## src/rtl/debounce_pkg.sv

```systemverilog
package debounce_pkg;
  // Action chosen by the run counter each cycle.
  typedef enum logic [1:0] {
    CNT_CLEAR = 2'd0,
    CNT_RUN   = 2'd1,
    CNT_FIRE  = 2'd2
  } cnt_act_e;
endpackage

```

## src/rtl/sync_chain.sv

```systemverilog
module sync_chain #(
  parameter int   STAGES = 2,
  parameter logic IDLE   = 1'b0
) (
  input  logic clk,
  input  logic rst,
  input  logic async_i,
  output logic sync_o
);
  logic [STAGES-1:0] stg_q;

  for (genvar i = 0; i < STAGES; i++) begin : g_stage
    if (i == 0) begin : g_first
      always_ff @(posedge clk) begin
        if (rst) stg_q[0] <= IDLE;
        else     stg_q[0] <= async_i;
      end
    end else begin : g_next
      always_ff @(posedge clk) begin
        if (rst) stg_q[i] <= IDLE;
        else     stg_q[i] <= stg_q[i-1];
      end
    end
  end

  assign sync_o = stg_q[STAGES-1];
endmodule

```

## src/rtl/run_counter.sv

```systemverilog
module run_counter
  import debounce_pkg::*;
#(
  parameter int W = 16
) (
  input  logic clk,
  input  logic rst,
  input  logic mismatch_i,
  output logic fire_o
);
  localparam logic [W-1:0] LIMIT = {W{1'b1}};

  logic [W-1:0] cnt_q;
  cnt_act_e     act;

  always_comb begin
    if (!mismatch_i)         act = CNT_CLEAR;
    else if (cnt_q == LIMIT) act = CNT_FIRE;
    else                     act = CNT_RUN;
  end

  assign fire_o = (act == CNT_FIRE);

  always_ff @(posedge clk) begin
    if (rst) cnt_q <= '0;
    else begin
      case (act)
        CNT_RUN: cnt_q <= cnt_q + 1'b1;
        default: cnt_q <= '0;
      endcase
    end
  end

  // every disagreeing cycle below the limit advances the run by one
  a_r3_count_step: assert property (@(posedge clk) disable iff (rst)
    (mismatch_i && cnt_q != LIMIT) |=> (cnt_q == W'($past(cnt_q) + 1'b1)));

  // one agreeing cycle restarts the timing
  a_r4_clear_on_agree: assert property (@(posedge clk) disable iff (rst)
    !mismatch_i |=> (cnt_q == '0));

  // the run restarts from zero after an accepted change
  a_r5_restart_after_fire: assert property (@(posedge clk) disable iff (rst)
    fire_o |=> (cnt_q == '0));
endmodule

```

## src/rtl/level_hold.sv

```systemverilog
module level_hold #(
  parameter logic IDLE = 1'b0
) (
  input  logic clk,
  input  logic rst,
  input  logic flip_i,
  output logic level_o,
  output logic change_o
);
  logic level_q;
  logic chg_q;

  always_ff @(posedge clk) begin
    if (rst) begin
      level_q <= IDLE;
      chg_q   <= 1'b0;
    end else begin
      chg_q <= flip_i;
      if (flip_i) level_q <= ~level_q;
    end
  end

  assign level_o  = level_q;
  assign change_o = chg_q;

  // the strobe never lasts two cycles
  a_r6_strobe_single: assert property (@(posedge clk) disable iff (rst)
    chg_q |=> !chg_q);

  // every visible level change carries the strobe
  a_r6_strobe_marks_change: assert property (@(posedge clk) disable iff (rst)
    (level_q != $past(level_q)) |-> chg_q);
endmodule

```

## src/rtl/switch_debouncer.sv

```systemverilog
module switch_debouncer #(
  parameter int   CNT_W       = 16,
  parameter int   SYNC_STAGES = 2,
  parameter logic IDLE_LVL    = 1'b0
) (
  input  logic clk,
  input  logic rst,
  input  logic btn_raw,
  output logic btn_clean,
  output logic btn_changed
);
  logic synced;
  logic mismatch;
  logic fire;

  sync_chain #(.STAGES(SYNC_STAGES), .IDLE(IDLE_LVL)) u_sync (
    .clk     (clk),
    .rst     (rst),
    .async_i (btn_raw),
    .sync_o  (synced)
  );

  assign mismatch = (synced != btn_clean);

  run_counter #(.W(CNT_W)) u_run (
    .clk        (clk),
    .rst        (rst),
    .mismatch_i (mismatch),
    .fire_o     (fire)
  );

  level_hold #(.IDLE(IDLE_LVL)) u_hold (
    .clk      (clk),
    .rst      (rst),
    .flip_i   (fire),
    .level_o  (btn_clean),
    .change_o (btn_changed)
  );

  // the output only moves toward a synchronized input that disagreed with it
  a_r3_flip_only_on_mismatch: assert property (@(posedge clk) disable iff (rst)
    (btn_clean != $past(btn_clean)) |-> ($past(synced) != $past(btn_clean)));
endmodule

```

## config.mk

```make
export PLATFORM = sky130hd
export DESIGN_NAME = switch_debouncer
export DESIGN_NICKNAME = d
export VERILOG_FILES = /design/src/rtl/debounce_pkg.sv /design/src/rtl/sync_chain.sv /design/src/rtl/run_counter.sv /design/src/rtl/level_hold.sv /design/src/rtl/switch_debouncer.sv
export SDC_FILE = /design/constraint.sdc
export NUM_CORES = 1
export LEC_CHECK = 0
export BUFFER_PORTS_ARGS = -buffer_cell sky130_fd_sc_hd__buf_2
export CAP_MARGIN = 20
export CORE_UTILIZATION = 60
export DETAILED_ROUTE_END_ITERATION = 6
export PLACE_DENSITY = 0.81
export RECOVER_POWER = 100
export SYNTH_ARGS = -nofsm -noshare
export SYNTH_HDL_FRONTEND = slang
export SYNTH_SLANG_ARGS = --single-unit
export TNS_END_PERCENT = 50
```

## constraint.sdc

```tcl
create_clock -name clk -period 3.4 [get_ports clk]
set_input_delay 0.51 -clock clk [delete_from_list [all_inputs] [get_ports clk]]
set_output_delay 0.51 -clock clk [all_outputs]
set_load 0.01 [all_outputs]
```

Yosys cells after proc, flatten, opt, wreduce, memory -nomap -nowiden
Cells that the tools add are included.

storage, ports and cells
  register bits = 20
  bits of input ports = 3
  output and inout port bits = 2
  logic and storage cells = 15

cells by class
  add/subtract/negate cells = 1
  eq/ne operators = 4
  muxes and demuxes = 2
  bitwise logic cells = 2
  reduce and logical (&&, ||, !) cells = 1

operators by type and width
  operator                                              number
  adder 16 x 1 -> 16 bit (second input constant)        1
  equality test 16 bit (second input constant)          1
  2-to-1 mux 2 bit                                      2
  equality test 2 x 1 -> 1 bit (second input constant)  1
  equality test 2 bit (second input constant)           1
  inverter 1 bit                                        2
  OR reduction 2 bit                                    1
  != test 1 bit                                         1

Logic depth before layout (Yosys ltp)
Gate-level depths: netlist of the first run.

  depth in word-level cells = 6
  depth in mapped cells = 6
  mapped depth without buffers = 5

Modules after synthesis
A second synthesis of the first run with hierarchy kept.

second synthesis, totals
  cell total of the unflattened synthesis = 93
  area, all modules = 865.8 sq um

modules (own cells, without submodules)
  module            times used  cells each  area an instance (sq um)  seq. area each (sq um)
  run_counter       1           83          745.7                     320.3
  level_hold        1           5           58.8                      40.0
  sync_chain        1           4           52.6                      40.0
  switch_debouncer  1           1           8.8                       0.0

Worst setup path after synthesis of the first run
Ideal clock, no wire load.

  path kind = reg2reg
  start = register u_run.cnt_q[0]
  end = register u_run.cnt_q[10]
  library setup time = 117 ps
  arrival = 1399 ps
  data required time = 3283 ps
  path slack = 1884 ps
  stages on the path, launching flop included = 7
  path buffers = 1
  period minus slack after synthesis = 1516 ps
  cell sequence = dfxtp_1 -> ha_1 -> nand4_1 -> nor2_1 -> a31o_2 -> buf_2 -> nor2_1

on the way
  longest elaborated chain between the ends = 6
  elaborated cells between the ends (all ways) = 7
  those cells by class = 1 x add/sub; 2 x eq/ne; 2 x mux; 1 x bitwise; 1 x reduce/logical

ends and longest elaborated chain
  what                          RTL line           text
  from (decl)                   run_counter.sv:13  logic [W-1:0] cnt_q;
  from (signal assigned)        run_counter.sv:28  CNT_RUN: cnt_q <= cnt_q + 1'b1;
  equality test 16 bit          run_counter.sv:18  else if (cnt_q == LIMIT) act = CNT_FIRE;
  2-to-1 mux 2 bit              run_counter.sv:18
  2-to-1 mux 2 bit              run_counter.sv:17  if (!mismatch_i) act = CNT_CLEAR;
  equality test 2 x 1 -> 1 bit  run_counter.sv:27  case (act)
  inverter 1 bit (no line)      -
  OR reduction 2 bit (no line)  -

Several ways; a longest one is shown, not always the timed one.
A chain may end at the register's enable or synchronous reset.

Final worst setup path of the first run
  start = register u_run.cnt_q[0]
  end = register u_run.cnt_q[2]

The elaborated chain is that of the path after synthesis.

==> metrics, run 1 <==
status=finished, final reports clean; Synth cell types=24; Remaining DRCs=0; Avg Inst Size Synth=8.864 sq um; Final min period=1.825 ns; Clock Skew=about 0.0090 ns; final WL=1.361 mm; CTS resizes=0; clock power share=29.7%; DRT Pass-1 Iters=3; Max Slew Vio Count=0; post-synth net total=99; largest net degree at the start of global routing=15; max-cap viol count=0; Fin Hold WS=0.4141 ns; core footprint=1301 sq um; number of global-route vias before repair=523; WP data required=between 3 and 4 ns; detailed placer's ending HPWL=1.033 mm; total grt overflow=0; first-pass GRT wire length=2.263 mm; cell family with most CP delay=simple AND/OR/NAND/NOR gates; Slew HR=68.66%; post-synth top area cell=dfxtp_1; signal arrival time at the worst endpoint=1.99 ns; post-synthesis sequential area ratio=47.55%; asr flop ratio synth=0%; H-Tree Level Count=1; Worst Setup Start Kind=register; Critical Path End Type=register; global placement routability congestion=0.7005; sw power=0.00006483 W; cell area after synthesis=around 840 sq um; fillcell total=115; endpoints failing setup=0; number of diodes=0; Sink Count=20; VDD IR-drop max=around 0.00025 V; I/O pins=5; cts bufs inserted=3; critical path's largest stage delay=0.48 ns; Synth top cells by count=20 x dfxtp_1, 19 x nor2_1, 11 x xnor2_1; CTS tree=built; most common cell in the netlist=dfxtp_1; die height=39.46 um; Synth Register Bits=20; Mapped Cells=95; Worst Path Buf+Inv=0; maximum clock path buffer count=2; Slew @ Worst Pin=0.4702 ns; Starting Density=64.71%; first-iteration detailed-routing DRC count=9; static leakage=~0.27 nW; Synth Warn #=0; Worst path depth=5; worst reg2reg path depth=5; Main synth FF type=dfxtp_1; RSZ-0062 raised after global routing=no; Hold WC Path Type=primary input to register; full die area=1557 sq um; Worst-path clk slew=approximately 0.1 ns; post-route setup slack=~1.6 ns; layout cells sized above 1=8.911%; power share of the sequential group=between 60% and 70%; Clock Latency Late Sink=0.29 ns; internal power=0.0002793 W; WHS Path Cells=2; Synth-to-Final Area Change=6.389%; Power Density=384.2 nW/um^2; post-route ant nets=0; Fmax achieved=547.8 MHz; logic gate share of total power=1.6%; Worst Path Max Fanout=14; Hold Buf Count CTS=0; Area contributors post-synth=dfxtp_1 48%, xnor2_1 11%, nor2_1 8.5%; Setup Fix Bufs, Post-CTS=0; cell row count=13; switching portion of total power=18.84%; number of antenna violations at the first check in global routing=0; Final Hold Viols=0; cell mode on critical path=nor2_1; I/O Buffers=4; setup TNS=0 ns; mean number of vias per cell=5.216; final worst path period share=53.69%; WL per Instance=between 10 and 15 um; GRT Util Overall=22.45%; crit path kind=register to register; DIE WIDTH=39.46 um; share of the synthesized area in the top cell type=47.55%; Place WS=1.709 ns; worst-path cell chain=ha_1 > nand4_1 > nor2_1 > a31o_1 > nor2_1; Post-synth EDFFs=0; Final #Nets=107; via count=605; Root Buffer=clkbuf_4; CP max stage cell=a31o_1
[power by group through the flow]
stage,Combinational (W),Clock (W),Sequential (W)
2_1_floorplan,0.00000364,0,0.000242
3_3_place_gp,0.00000536,0,0.000242
3_5_place_dp,0.00000565,0,0.000242
4_1_cts,0.00000566,0.000107,0.000236
5_1_grt,0.00000630,0.000120,0.000237
6_report,0.00000549,0.000102,0.000236
[placed cells by master (no fill, tap or decap)]
master,instances
dfxtp_1,20
nor2_1,19
xnor2_1,11
nor3_1,5
nand3_1,5
nand2_1,5
nand4_1,4
inv_1,4
xor2_1,3
clkbuf_4,3
nor4_1,2
nor2b_1,2
nand2b_1,2
or3_1,2
buf_2,2
clkbuf_1,2
nand3_2,1
and4_1,1
and3_2,1
and2_2,1
or2b_2,1
a31o_1,1
mux2i_1,1
o21ai_0,1
a21oi_1,1
ha_1,1
[registers in the layout (all words and copies together) (netlist names)]
register and flops:
u_run.cnt_q 16, u_hold.change_o 1, u_hold.level_o 1, u_sync.stg_q 1, u_sync.sync_o 1
[metrics by stage]
| step | total power, W | util, % | instances | cell area, sq um |
|---|---|---|---|---|
| finish | 0.0003441 | 68.85 | 116 | 895.9 |
| global route | 0.0003625 | 68.85 | 116 | 895.9 |
| CTS | 0.0003489 | 69.04 | 116 | 898.4 |
| detailed placement | 0.0002475 | 67.31 | 113 | 875.8 |
| global placement | 0.0002471 | 67.31 | 113 | 875.8 |
| floorplan | 0.0002453 | - | 95 | 842.1 |
[worst reg2reg max path, cell delays in order, from the launching register on]
cell	delay, ns
dfxtp_1	0.40
ha_1	0.23
nand4_1	0.23
nor2_1	0.26
a31o_1	0.48
nor2_1	0.10
[final timing paths]
path | from | end | slack (ns)
setup / recovery | u_run.cnt_q[0] | u_run.cnt_q[2] | 1.57
hold / removal | rst | u_sync.stg_q[0] | 0.41
setup reg to reg | u_run.cnt_q[0] | u_run.cnt_q[2] | 1.57
hold reg to reg | u_sync.stg_q[0] | u_sync.sync_o | 0.45
[cells by family after synthesis]
logic type	Yosys count	share of synthesized area, %
flip-flops	20	47.55
AND/OR/NAND/NOR	51	30.61
XOR/XNOR	14	14.56
AO/OA/AOI/OAI	3	2.228
multiplexers	1	1.189
adder cells (fa/ha/maj)	1	1.486
buffers and inverters	5	2.376
[routing by layer]
metal / GRT usage (%) / up-vias / wire [um]
li1: - / 329 / -
met2: 32.79 / 3 / 618
met1: 29.72 / 269 / 691
met4: 12.93 / 0 / 29
met5: 0 / - / 0
met3: 5.114 / 4 / 22
[layout make-up]
cell class                      instances  area [sq um]  area share (%)
Sequential cell                        20         400.4           44.69
Tap cell                               15         18.77           2.095
Multi-Input combinational cell         70         421.7           47.07
Clock buffer                            3         22.52           2.514
Inverter                                4         15.01           1.676
Timing Repair Buffer                    4         17.52           1.955
No activity file was read; power rests on OpenSTA's default activity.
==> run 2: changes to the inputs <==
ABC_AREA = 1   (was unset)
CORE_UTILIZATION = 52   (was 60)
PLACE_DENSITY = 0.74   (was 0.81)
clock period = 1.65 ns   (was 3.4 ns; I/O delays follow)
==> run 2 against run 1 <==
Clock skew shrank 0.0029 ns. Combinational power increased by 110%. Final area grew 12%. Die area rose by 28%. Sequential cell count stayed put. Register-to-register slack got worse by 1.4 ns. Worst setup slack got worse by 1.4 ns. Clock power grew 120%. Power rose by 110%. Largest power group unchanged. Highest routed layer unchanged. First-iteration DRC count grew 89%. Utilization fell by 9.9 points.
==> metrics, run 2 <==
Sink Count=20 (unchanged); Slew @ Worst Pin=0.4371 ns (was 0.4702 ns); number of global-route vias before repair=664 (was 523); post-synth net total=137 (was 99); total grt overflow=0 (unchanged); signal arrival time at the worst endpoint=1.64 ns (was 1.99 ns); Avg Inst Size Synth=7.121 sq um (was 8.864 sq um); Setup Fix Bufs, Post-CTS=0 (unchanged); Place WS=0.1986 ns (was 1.709 ns); Power Density=715.9 nW/um^2 (was 384.2 nW/um^2); GRT Util Overall=18.67% (was 22.45%); Clock Latency Late Sink=0.30 ns (was 0.29 ns); number of antenna violations at the first check in global routing=0 (unchanged); Critical Path End Type=register (unchanged); I/O Buffers=4 (unchanged); Hold WC Path Type=primary input to register (unchanged); switching portion of total power=20.14% (was 18.84%); most frequent cells in the layout=35 x nor2_1, 33 x nand2_1, 20 x dfxtp_1 (was 20 x dfxtp_1, 19 x nor2_1, 11 x xnor2_1); DIE WIDTH=44.68 um (was 39.46 um); Starting Density=55.46% (was 64.71%); first-pass GRT wire length=2.677 mm (was 2.263 mm); static leakage=0.3153 nW (was 0.2677 nW); internal power=0.0005751 W (was 0.0002793 W); I/O pins=5 (unchanged); post-route setup slack=0.1848 ns (was 1.575 ns); Worst Setup Start Kind=register (unchanged); first-iteration detailed-routing DRC count=17 (was 9); CTS tree=built (unchanged); Clock Skew=0.006125 ns (was 0.009023 ns); via count=779 (was 605); Fmax achieved=682.5 MHz (was 547.8 MHz); max reg flops=16 (unchanged); CTS resizes=0 (unchanged); endpoints failing setup=0 (unchanged); DRT Pass-1 Iters=4 (was 3); layout cells sized above 1=7.914% (was 8.911%); Synth Register Bits=20 (unchanged); Synth cell types=19 (was 24); Worst Path Max Fanout=14 (unchanged); post-synthesis sequential area ratio=42.27% (was 47.55%); Root Buffer=clkbuf_4 (unchanged); Area contributors post-synth=dfxtp_1 42%, nor2_1 14%, nand2_1 13% (was dfxtp_1 48%, xnor2_1 11%, nor2_1 8.5%); Total Power=0.0007202 W (was 0.0003441 W); Worst-path clk slew=0.10 ns (about the same); die height=44.68 um (was 39.46 um); cts bufs inserted=3 (unchanged); max-cap viol count=0 (unchanged); mean number of vias per cell=4.750 (was 5.216); WL per Instance=10.10 um (was 11.73 um); Final #Nets=145 (was 107); sw power=0.0001451 W (was 0.00006483 W); commonest non-fill, non-tap cell in the layout=nor2_1 (was dfxtp_1); Final min period=1.465 ns (was 1.825 ns); Final Hold Viols=0 (unchanged); Post-synth EDFFs=0 (unchanged); Synth Warn #=0 (unchanged); share of the synthesized area in the top cell type=42.27% (was 47.55%); Synth-to-Final Area Change=6.208% (was 6.389%); status=finished, final reports clean (unchanged); setup TNS=0 ns (unchanged); core footprint=1708 sq um (was 1301 sq um); maximum clock path buffer count=2 (unchanged); clock power share=30.7% (was 29.7%); detailed placer's ending HPWL=1.307 mm (was 1.033 mm); number of diodes=0 (unchanged); largest net degree at the start of global routing=15 (unchanged); WP data required=1.83 ns (was 3.56 ns); most common cell in the netlist=nor2_1 (was dfxtp_1); Max Slew Vio Count=0 (unchanged); cell area after synthesis=947.2 sq um (was 842.1 sq um); Remaining DRCs=0 (unchanged); post-synth top area cell=dfxtp_1 (unchanged); VDD IR-drop max=0.0006598 V (was 0.0002509 V); power share of the sequential group=67.6% (was 68.7%); global placement routability congestion=0.8035 (was 0.7005); Final Util=58.90% (was 68.85%); Mapped Cells=133 (was 95); Hold Buf Count CTS=0 (unchanged); full die area=1996 sq um (was 1557 sq um); H-Tree Level Count=1 (unchanged); RSZ-0062 raised after global routing=no (unchanged); Main synth FF type=dfxtp_1 (unchanged); Reg with most FFs=u_run.cnt_q (unchanged); Synth top cells by count=35 x nor2_1, 33 x nand2_1, 20 x dfxtp_1 (was 20 x dfxtp_1, 19 x nor2_1, 11 x xnor2_1); final worst path period share=88.80% (was 53.69%); cell row count=15 (was 13); post-route ant nets=0 (unchanged); Slew HR=70.55% (was 68.66%); logic gate share of total power=1.6% (about the same); final WL=1.657 mm (was 1.361 mm); asr flop ratio synth=0% (unchanged); crit path kind=register to register (unchanged)
run 2: cell count changes after synthesis, moves of 2 or more:
cell / change
xnor2_1: -8
nor4_1: -2
nor3_1: -5
nand2_1: +28
nor2_1: +16
or3_1: -2
nand2b_1: -2
o21bai_1: +3
nor2b_1: -2
inv_1: +10
nor2_2: +2
run 2: power by group through the flow:
stage               Clock (W)  Sequential [W]  Combinational (W)
floorplan                   0        0.000498         0.00000866
global placement            0        0.000498          0.0000117
detailed placement          0        0.000498          0.0000123
CTS                  0.000229        0.000487          0.0000123
global route         0.000247        0.000487          0.0000138
finish               0.000221        0.000487          0.0000118
run 2: worst paths after layout:
| kind | to | slack (ns) | depth (start not counted) | from |
|---|---|---|---|---|
| max | u_run.cnt_q[15] | 0.18 | 6 | u_run.cnt_q[0] |
| min | u_sync.stg_q[0] | 0.16 | 3 | btn_raw |
| max reg2reg | u_run.cnt_q[15] | 0.18 | 6 | u_run.cnt_q[0] |
| min reg2reg | u_sync.sync_o | 0.41 | 2 | u_sync.stg_q[0] |
run 2: cell families (layout without fill, tap and decap cells):
logic type,Yosys count,in the layout,synth area share (%)
simple gates,82,82,36.33
flops,20,20,42.27
fa+ha+maj,1,1,1.321
xor+xnor,7,7,6.473
compound gates,8,8,6.869
buf+inv,15,21,6.737
run 2: stage by stage:
stage / cells / instance area, sq um / hold slack [ns]
after CTS: 164 / 1010 / 0.1404
after floorplan: 133 / 947.2 / 0.3187
final: 164 / 1006 / 0.1582
after global routing: 164 / 1006 / 0.1552
after global placement: 161 / 987.2 / 0.3929
after detailed placement: 161 / 987.2 / 0.3975
run 2: layout make-up:
| class | instances | area (sq um) |
|---|---|---|
| Tap cell | 25 | 31.28 |
| Sequential cell | 20 | 400.4 |
| Clock buffer | 3 | 22.52 |
| Fill cell | 166 | 701.9 |
| Timing Repair Buffer | 4 | 16.27 |
| Inverter | 14 | 52.55 |
| Multi-Input combinational cell | 98 | 483.0 |
run 2: worst max-delay path: stages (launching register included):
cell and delay [ns]:
dfxtp_1 0.38, ha_1 0.21, nand2_1 0.08, nor2_2 0.12
nand3_2 0.13, o21bai_4 0.34, nor2_1 0.10
run 2: routing by layer:
metal  routed length [um]  GRT usage, %
met1                  842         25.25
met2                  749         26.18
met3                   49         7.755
met4                   15         7.273
met5                    0             0
